$ cat config.mk
export PLATFORM = sky130hd
export DESIGN_NAME = ptw_walker
export DESIGN_NICKNAME = d
export VERILOG_FILES = /design/src/rtl/ptw_pkg.sv /design/src/rtl/ptw_geom.sv /design/src/rtl/ptw_desc.sv /design/src/rtl/ptw_walker.sv
export SDC_FILE = /design/constraint.sdc
export NUM_CORES = 1
export LEC_CHECK = 0
export BUFFER_PORTS_ARGS = -buffer_cell sky130_fd_sc_hd__buf_2
export CAP_MARGIN = 20
export CORE_MARGIN = 2
export CORE_UTILIZATION = 58
export DETAILED_ROUTE_END_ITERATION = 10
export PLACE_DENSITY = 0.81
export SYNTH_ARGS = -nofsm -noshare
export SYNTH_HDL_FRONTEND = slang
export SYNTH_SLANG_ARGS = --single-unit
$ cat constraint.sdc
create_clock -name clk -period 13.5 [get_ports clk]
set_clock_uncertainty 0.1 [all_clocks]
set_input_delay 0.675 -clock clk [delete_from_list [all_inputs] [get_ports clk]]
set_output_delay 0.675 -clock clk [all_outputs]
set_load 0.01 [all_outputs]
$ cat src/rtl/ptw_pkg.sv
package ptw_pkg;

    localparam int PTW_VA_W   = 64;
    localparam int PTW_PA_W   = 48;
    localparam int PTW_DESC_W = 64;
    localparam int PTW_TSZ_W  = 6;
    localparam int PTW_GLOG_W = 5;
    localparam int PTW_LVL_W  = 2;
    localparam int PTW_SH_W   = 7;

    // descriptor bit positions
    localparam int D_VALID  = 0;
    localparam int D_KIND   = 1;
    localparam int D_LEAFRO = 7;
    localparam int D_TBLRO  = 62;

    typedef enum logic [1:0] {
        ST_IDLE  = 2'd0,
        ST_SETUP = 2'd1,
        ST_REQ   = 2'd2,
        ST_WAIT  = 2'd3
    } ptw_state_e;

    typedef enum logic [1:0] {
        FLT_NONE  = 2'd0,
        FLT_XLAT  = 2'd1,
        FLT_PERM  = 2'd2,
        FLT_ABORT = 2'd3
    } ptw_fault_e;

    typedef enum logic [2:0] {
        K_INVALID  = 3'd0,
        K_RESERVED = 3'd1,
        K_TABLE    = 3'd2,
        K_PAGE     = 3'd3,
        K_BLOCK    = 3'd4
    } ptw_kind_e;

endpackage

$ cat src/rtl/ptw_geom.sv
module ptw_geom
    import ptw_pkg::*;
#(
    parameter int TSZ_W  = PTW_TSZ_W,
    parameter int GLOG_W = PTW_GLOG_W,
    parameter int LVL_W  = PTW_LVL_W,
    parameter int SH_W   = PTW_SH_W
) (
    input  logic [1:0]        gran_sel,
    input  logic [TSZ_W-1:0]  tsz,
    input  logic [LVL_W-1:0]  lvl,
    output logic [GLOG_W-1:0] gran_log,
    output logic [LVL_W-1:0]  start_lvl,
    output logic              geom_ok,
    output logic [SH_W-1:0]   base_mbits,
    output logic [SH_W-1:0]   shift,
    output logic [SH_W-1:0]   idx_bits
);
    localparam int NFIT = 5;

    logic              gran_ok;
    logic [GLOG_W-1:0] stride;
    logic [SH_W-1:0]   isz;
    logic [NFIT-1:0]   fits;
    logic [2:0]        cnt;

    always_comb begin
        gran_ok = 1'b1;
        unique case (gran_sel)
            2'd0:    gran_log = GLOG_W'(12);
            2'd1:    gran_log = GLOG_W'(14);
            2'd2:    gran_log = GLOG_W'(16);
            default: begin
                gran_log = GLOG_W'(12);
                gran_ok  = 1'b0;
            end
        endcase
    end

    assign stride = gran_log - GLOG_W'(3);
    assign isz    = SH_W'(64) - SH_W'(tsz);

    // fits[k-1]: k strides fit in (isz - 4); their count gives the level span
    for (genvar k = 1; k <= NFIT; k++) begin : g_fit
        assign fits[k-1] = (isz >= SH_W'(4)) &&
                           ((8'(k) * 8'(stride)) <= (8'(isz) - 8'd4));
    end

    assign cnt        = 3'($countones(fits[3:0]));
    assign geom_ok    = gran_ok && fits[0] && !fits[NFIT-1];
    assign start_lvl  = LVL_W'(3'd4 - cnt);
    assign base_mbits = isz - SH_W'(cnt) * SH_W'(stride);
    assign shift      = SH_W'(gran_log) + SH_W'(2'd3 - lvl) * SH_W'(stride);
    assign idx_bits   = (lvl == start_lvl) ? (isz - shift) : SH_W'(stride);

endmodule

$ cat src/rtl/ptw_desc.sv
module ptw_desc
    import ptw_pkg::*;
#(
    parameter int DESC_W = PTW_DESC_W,
    parameter int PA_W   = PTW_PA_W,
    parameter int GLOG_W = PTW_GLOG_W,
    parameter int LVL_W  = PTW_LVL_W,
    parameter int SH_W   = PTW_SH_W
) (
    input  logic [DESC_W-1:0] desc,
    input  logic [LVL_W-1:0]  lvl,
    input  logic [GLOG_W-1:0] gran_log,
    input  logic [SH_W-1:0]   shift,
    output ptw_kind_e         kind,
    output logic [PA_W-1:0]   next_base,
    output logic [PA_W-1:0]   leaf_pa,
    output logic              leaf_ro,
    output logic              tbl_ro
);
    localparam logic [LVL_W-1:0] LAST_LVL = {LVL_W{1'b1}};
    localparam logic [PA_W-1:0]  ONES     = {PA_W{1'b1}};

    logic [PA_W-1:0] field;
    logic            unused_desc;

    assign field       = desc[PA_W-1:0];
    assign unused_desc = ^desc;

    always_comb begin
        if (!desc[D_VALID]) begin
            kind = K_INVALID;
        end else if (lvl == LAST_LVL) begin
            kind = desc[D_KIND] ? K_PAGE : K_RESERVED;
        end else begin
            kind = desc[D_KIND] ? K_TABLE : K_BLOCK;
        end
    end

    assign next_base = field & (ONES << gran_log);
    assign leaf_pa   = field & (ONES << shift);
    assign leaf_ro   = desc[D_LEAFRO];
    assign tbl_ro    = desc[D_TBLRO];

endmodule

$ cat src/rtl/ptw_walker.sv
module ptw_walker
    import ptw_pkg::*;
#(
    parameter int VA_W   = PTW_VA_W,
    parameter int PA_W   = PTW_PA_W,
    parameter int DESC_W = PTW_DESC_W,
    parameter int TSZ_W  = PTW_TSZ_W,
    parameter int GLOG_W = PTW_GLOG_W
) (
    input  logic              clk,
    input  logic              rst_n,
    input  logic [1:0]        cfg_gran,
    input  logic [TSZ_W-1:0]  cfg_tsz,
    input  logic [VA_W-1:0]   cfg_base,
    input  logic              cfg_hpd,
    input  logic              cfg_off,
    input  logic              xl_start,
    input  logic [VA_W-1:0]   xl_va,
    input  logic              xl_write,
    output logic              xl_busy,
    output logic              xl_done,
    output logic [1:0]        xl_fault,
    output logic [PA_W-1:0]   xl_fault_addr,
    output logic [PA_W-1:0]   xl_pa,
    output logic [VA_W-1:0]   xl_va_out,
    output logic [VA_W-1:0]   xl_mask,
    output logic [1:0]        xl_perm,
    output logic [1:0]        xl_level,
    output logic [GLOG_W-1:0] xl_gran,
    output logic              mem_req_valid,
    input  logic              mem_req_ready,
    output logic [PA_W-1:0]   mem_req_addr,
    input  logic              mem_rsp_valid,
    input  logic [DESC_W-1:0] mem_rsp_data,
    input  logic              mem_rsp_err
);
    localparam int LVL_W = PTW_LVL_W;
    localparam int SH_W  = PTW_SH_W;
    localparam logic [VA_W-1:0] ONE_VA  = VA_W'(1);
    localparam logic [PA_W-1:0] ONES_PA = {PA_W{1'b1}};

    typedef struct packed {
        ptw_state_e        st;
        logic [VA_W-1:0]   va;
        logic              wr;
        logic [1:0]        gran;
        logic [TSZ_W-1:0]  tsz;
        logic [PA_W-1:0]   ttb;
        logic              hpd;
        logic              off;
        logic [LVL_W-1:0]  lvl;
        logic [PA_W-1:0]   base;
        logic [PA_W-1:0]   daddr;
        logic              done;
        ptw_fault_e        fault;
        logic [PA_W-1:0]   faddr;
        logic [PA_W-1:0]   pa;
        logic [VA_W-1:0]   va_out;
        logic [VA_W-1:0]   mask;
        logic [1:0]        perm;
        logic [LVL_W-1:0]  level;
        logic [GLOG_W-1:0] glog;
    } walk_s;

    walk_s r_d, r_q;

    logic [GLOG_W-1:0] gran_log;
    logic [LVL_W-1:0]  start_lvl;
    logic              geom_ok;
    logic [SH_W-1:0]   base_mbits;
    logic [SH_W-1:0]   shift;
    logic [SH_W-1:0]   idx_bits;
    ptw_kind_e         kind;
    logic [PA_W-1:0]   next_base;
    logic [PA_W-1:0]   leaf_pa;
    logic              leaf_ro;
    logic              tbl_ro;
    logic [VA_W-1:0]   idx_full;
    logic [PA_W-1:0]   req_addr;
    logic [VA_W-1:0]   leaf_mask;
    logic              unused_top;

    assign unused_top = ^cfg_base[VA_W-1:PA_W];

    ptw_geom #(
        .TSZ_W (TSZ_W),
        .GLOG_W(GLOG_W),
        .LVL_W (LVL_W),
        .SH_W  (SH_W)
    ) u_geom (
        .gran_sel  (r_q.gran),
        .tsz       (r_q.tsz),
        .lvl       (r_q.lvl),
        .gran_log  (gran_log),
        .start_lvl (start_lvl),
        .geom_ok   (geom_ok),
        .base_mbits(base_mbits),
        .shift     (shift),
        .idx_bits  (idx_bits)
    );

    ptw_desc #(
        .DESC_W(DESC_W),
        .PA_W  (PA_W),
        .GLOG_W(GLOG_W),
        .LVL_W (LVL_W),
        .SH_W  (SH_W)
    ) u_desc (
        .desc     (mem_rsp_data),
        .lvl      (r_q.lvl),
        .gran_log (gran_log),
        .shift    (shift),
        .kind     (kind),
        .next_base(next_base),
        .leaf_pa  (leaf_pa),
        .leaf_ro  (leaf_ro),
        .tbl_ro   (tbl_ro)
    );

    // descriptor address for the current level
    assign idx_full  = (r_q.va >> shift) & ((ONE_VA << idx_bits) - ONE_VA);
    assign req_addr  = r_q.base + {idx_full[PA_W-4:0], 3'b000};
    assign leaf_mask = (ONE_VA << shift) - ONE_VA;

    function automatic walk_s end_fault(walk_s s, ptw_fault_e f, logic [PA_W-1:0] a);
        walk_s t;
        t        = s;
        t.st     = ST_IDLE;
        t.done   = 1'b1;
        t.fault  = f;
        t.faddr  = a;
        t.pa     = '0;
        t.va_out = '0;
        t.mask   = '0;
        t.perm   = 2'b00;
        t.level  = s.lvl;
        t.glog   = gran_log;
        return t;
    endfunction

    always_comb begin
        r_d      = r_q;
        r_d.done = 1'b0;
        unique case (r_q.st)
            ST_IDLE: begin
                if (xl_start) begin
                    r_d.st   = ST_SETUP;
                    r_d.va   = xl_va;
                    r_d.wr   = xl_write;
                    r_d.gran = cfg_gran;
                    r_d.tsz  = cfg_tsz;
                    r_d.ttb  = cfg_base[PA_W-1:0];
                    r_d.hpd  = cfg_hpd;
                    r_d.off  = cfg_off;
                    r_d.lvl  = '0;
                end
            end
            ST_SETUP: begin
                if (r_q.off || !geom_ok) begin
                    r_d = end_fault(r_q, FLT_XLAT, '0);
                end else begin
                    r_d.lvl  = start_lvl;
                    r_d.base = r_q.ttb & (ONES_PA << base_mbits);
                    r_d.st   = ST_REQ;
                end
            end
            ST_REQ: begin
                if (mem_req_ready) begin
                    r_d.daddr = req_addr;
                    r_d.st    = ST_WAIT;
                end
            end
            ST_WAIT: begin
                if (mem_rsp_valid) begin
                    if (mem_rsp_err) begin
                        r_d = end_fault(r_q, FLT_ABORT, r_q.daddr);
                    end else begin
                        unique case (kind)
                            K_TABLE: begin
                                if (tbl_ro && r_q.wr && !r_q.hpd) begin
                                    r_d = end_fault(r_q, FLT_PERM, r_q.daddr);
                                end else begin
                                    r_d.base = next_base;
                                    r_d.lvl  = r_q.lvl + LVL_W'(1);
                                    r_d.st   = ST_REQ;
                                end
                            end
                            K_PAGE, K_BLOCK: begin
                                if (leaf_ro && r_q.wr) begin
                                    r_d = end_fault(r_q, FLT_PERM, r_q.daddr);
                                end else begin
                                    r_d.st     = ST_IDLE;
                                    r_d.done   = 1'b1;
                                    r_d.fault  = FLT_NONE;
                                    r_d.faddr  = '0;
                                    r_d.pa     = leaf_pa;
                                    r_d.mask   = leaf_mask;
                                    r_d.va_out = r_q.va & ~leaf_mask;
                                    r_d.perm   = leaf_ro ? 2'b01 : 2'b11;
                                    r_d.level  = r_q.lvl;
                                    r_d.glog   = gran_log;
                                end
                            end
                            default: begin
                                r_d = end_fault(r_q, FLT_XLAT, r_q.daddr);
                            end
                        endcase
                    end
                end
            end
            default: r_d.st = ST_IDLE;
        endcase
    end

    always_ff @(posedge clk) begin
        if (!rst_n) begin
            r_q <= '0;
        end else begin
            r_q <= r_d;
        end
    end

    assign xl_busy       = (r_q.st != ST_IDLE);
    assign xl_done       = r_q.done;
    assign xl_fault      = r_q.fault;
    assign xl_fault_addr = r_q.faddr;
    assign xl_pa         = r_q.pa;
    assign xl_va_out     = r_q.va_out;
    assign xl_mask       = r_q.mask;
    assign xl_perm       = r_q.perm;
    assign xl_level      = r_q.level;
    assign xl_gran       = r_q.glog;
    assign mem_req_valid = (r_q.st == ST_REQ);
    assign mem_req_addr  = req_addr;

endmodule

==> flow_metrics.env <==
export IMPL_synth_most_common_cell="nand2_1"
export IMPL_max_freq_mhz=79.2
export IMPL_rr_endpoint="r_q[280]"
export IMPL_clk_latency_ps=600
export IMPL_ys_flop_type="dfxtp_1"
export IMPL_yosys_top_cells_area="dfxtp_1 30%, nand2_1 8.6%, buf_4 7.2%"
export IMPL_setup_slack_ps=876
export IMPL_cts_sinks=453
export IMPL_synth_fp_nets=4249
export IMPL_setup_tns_final_ps=0
export IMPL_cts_htree_levels=2
export IMPL_use_met1_pct=56.2
export IMPL_cp_required_ps=12730
export IMPL_r2r_cells=40
export IMPL_status="completed"
export IMPL_timing_slew_headroom_pct=27.6
export IMPL_fin_nets=4265
export IMPL_die_h_um=231
export IMPL_grt_total_usage_pct=40.6
export IMPL_ys_types=109
export IMPL_tightest_slew_ps=1080
export IMPL_yosysSeqAreaShare_pct=30.2
export IMPL_drc=0
export IMPL_cts_buffer_depth=3
export IMPL_max_cap_violations=0
export IMPL_grt_max_degree=176
export IMPL_synth_area_per_cell_sq_um=7.64
export IMPL_grt_ovfl_total=0
export IMPL_drive_gt1_share_pct=18.1
export IMPL_cp_start_kind="flop"
export IMPL_cp_buffers_inverters=5
export IMPL_reg2reg_setup_slack_ps=2170
export IMPL_numCtsBuffers=46
export IMPL_yosys_top_cells_count="690 x nand2_1, 516 x nor2_1, 453 x dfxtp_1"
export IMPL_place_worst_setup_slack_ps=1840
export IMPL_dr_pass1_iters=7
export IMPL_synthDominantCellAreaShare_pct=30.2
export IMPL_use_met2_pct=60.9
export IMPL_holdBufCountCts=0
export IMPL_cts_tree="built"
export IMPL_ant_nets=0
export IMPL_cpMostUsedCell="ha_1"
export IMPL_synthesis_area_sq_um=30000
export IMPL_cp_top_family="compound AO/OA/AOI/OAI gates"
export IMPL_ys_warn_count=0
export IMPL_drt_wl_total_um=114000
export IMPL_critPathMaxStageDelay_ps=810
export IMPL_grt_pass1_wl_um=166000
export IMPL_busiest_layer="met2"
export IMPL_crit_arrival_ps=11850
export IMPL_gp_congestion=1.03
export IMPL_yosysTopAreaCell="dfxtp_1"
export IMPL_holdPathStages=3
export IMPL_grt_use_met3_pct=9.74
export IMPL_fp_dieW_um=231
export IMPL_min_period_ps=12620
export IMPL_period_share_pct=93.5
export IMPL_start_util_pct=58.6
export IMPL_drt_iter0_drc=4009
export IMPL_ios=495
export IMPL_dieArea_sq_um=53600
export IMPL_cts_root_buf="clkbuf_16"
export IMPL_cp_max_fo=19
export IMPL_hold_viol_final=0
export IMPL_hold_class="in2reg"
export IMPL_dr_total_vias=29900
export IMPL_area_growth_pct=6.73
export IMPL_crit_type="reg2out"
export IMPL_min_delay_worst_endpoint="r_q[456]"
export IMPL_r2r_start="r_q[384]"
export IMPL_post_cts_repair_setup_buffers=0
export IMPL_setup_violations=0
export IMPL_synth_edf_count=0
export IMPL_synth_seq_cells=453
export IMPL_rows=83
export IMPL_worstHoldStart="xl_va[63]"
export IMPL_drv_slew=0
export IMPL_slowest_stage="a2111oi_0"
export IMPL_end_kind="output pin"
export IMPL_io_buffers=462
export IMPL_rsz0062_at_grt="no"
export IMPL_clkSlewWorstSetupHoldPaths_ps=70
export IMPL_vias_per_cell=6.42
export IMPL_core_area_sq_um=51200
export IMPL_synth_cells=3928
export IMPL_grt_antenna_before_repair=7
export IMPL_hpwl_um=85000
export IMPL_first_global_vias=26200
export IMPL_synthArstFlopShare_pct=0
export IMPL_cts_resized_gates=0
export IMPL_routedWlPerCell_um=24.4
[kinds of logic after synthesis]
group                      share of synthesized area (%)
other                                             0.0125
DFF                                                 30.2
xor gates and xnor gates                            3.52
AOI/OAI and AO/OA                                   21.7
muxes                                               6.37
buffers and inverters                               11.6
adders and majority gates                           5.18
and+or+nand+nor                                     21.4
[placed cells by master, fill, tap and decap left out, types with 9 or more instances in the layout]
cell type  Yosys  final
mux2i_1       57     57
nand2b_1      24     24
mux2_2        14     14
clkbuf_16      0     46
fa_1          15     13
a22oi_1       62     62
o21bai_1      10     10
mux4_2        49     49
ha_1          97     95
xor2_1        23     23
nor2_1       516    514
o211ai_1      28     28
a21o_1        39     39
inv_1         72     71
o21a_1        15     14
or2_2          9      9
nand3b_1      11     11
o21ai_0      139    139
a21oi_1      366    366
a32oi_1      128    128
buf_4        287     53
and3_1        17     17
a2bb2oi_1     10     10
a31oi_1       24     24
dfxtp_1      453    452
nor3_1        36     33
and2_1        25     24
nor2b_1       27     27
a211oi_1      57     57
xnor2_1       85     84
o31ai_1       11     11
nand2_1      690    689
o22ai_1       12     12
nand3_1       55     55
buf_2         38    462
nand4_1       34     34
[sequential cells by signal (all words and copies together) (netlist names)]
register       count
r_q              223
xl_done            1
xl_fault           2
xl_fault_addr     48
xl_gran            3
xl_level           2
xl_mask           60
xl_pa             48
xl_perm            2
xl_va_out         64
[per-stage QoR]
stage,util (%),std cells,cell area (sq um),hold slack [ps]
6_report,62.5,4657,32000,209
2_1_floorplan,-,3928,30000,323
3_5_place_dp,59.5,4576,30500,337
4_1_cts,62.5,4654,32000,197
3_3_place_gp,59.5,4576,30500,331
5_1_grt,62.5,4657,32000,215
[worst max-delay path by stage]
stage,from,to,slack (ps),depth (start not counted)
CTS,r_q[384],mem_req_addr[44],1190,40
global placement,r_q[384],mem_req_addr[44],1990,40
floorplan,r_q[332],mem_req_addr[44],2730,43
detailed placement,r_q[384],mem_req_addr[44],1840,40
global route,r_q[384],mem_req_addr[44],570,40
finish,r_q[384],mem_req_addr[44],880,40
[layout make-up]
class	instances	area (sq um)
sequential	453	9070
clock inverter	18	267
timing repair buffer	515	2710
inverter	76	293
antenna	3	7.51
clock buffer	60	1260
fill	4633	19200
tap	680	851
multi-input combinational	2852	17600
[worst reg2reg max path: cells and delay by family (launching register included)]
kind	cells	cell delay, ps
XOR/XNOR	2	800
AND/OR/NAND/NOR	7	1460
multiplexers	1	430
buffers and inverters	4	630
AO/OA/AOI/OAI	17	4280
adder cells (fa/ha/maj)	9	2920
flip-flops	1	630
[per-layer routing]
| layer | wire length, um | part of all wire (%) |
|---|---|---|
| met1 | 46100 | 41 |
| met2 | 49200 | 43 |
| met3 | 13300 | 12 |
| met4 | 4970 | 4.4 |
| met5 | 25 | 0.022 |
Power is left out: the tool's default activity adds up to more than one toggle a clock period on the data nets, which glitch-free logic cannot reach.
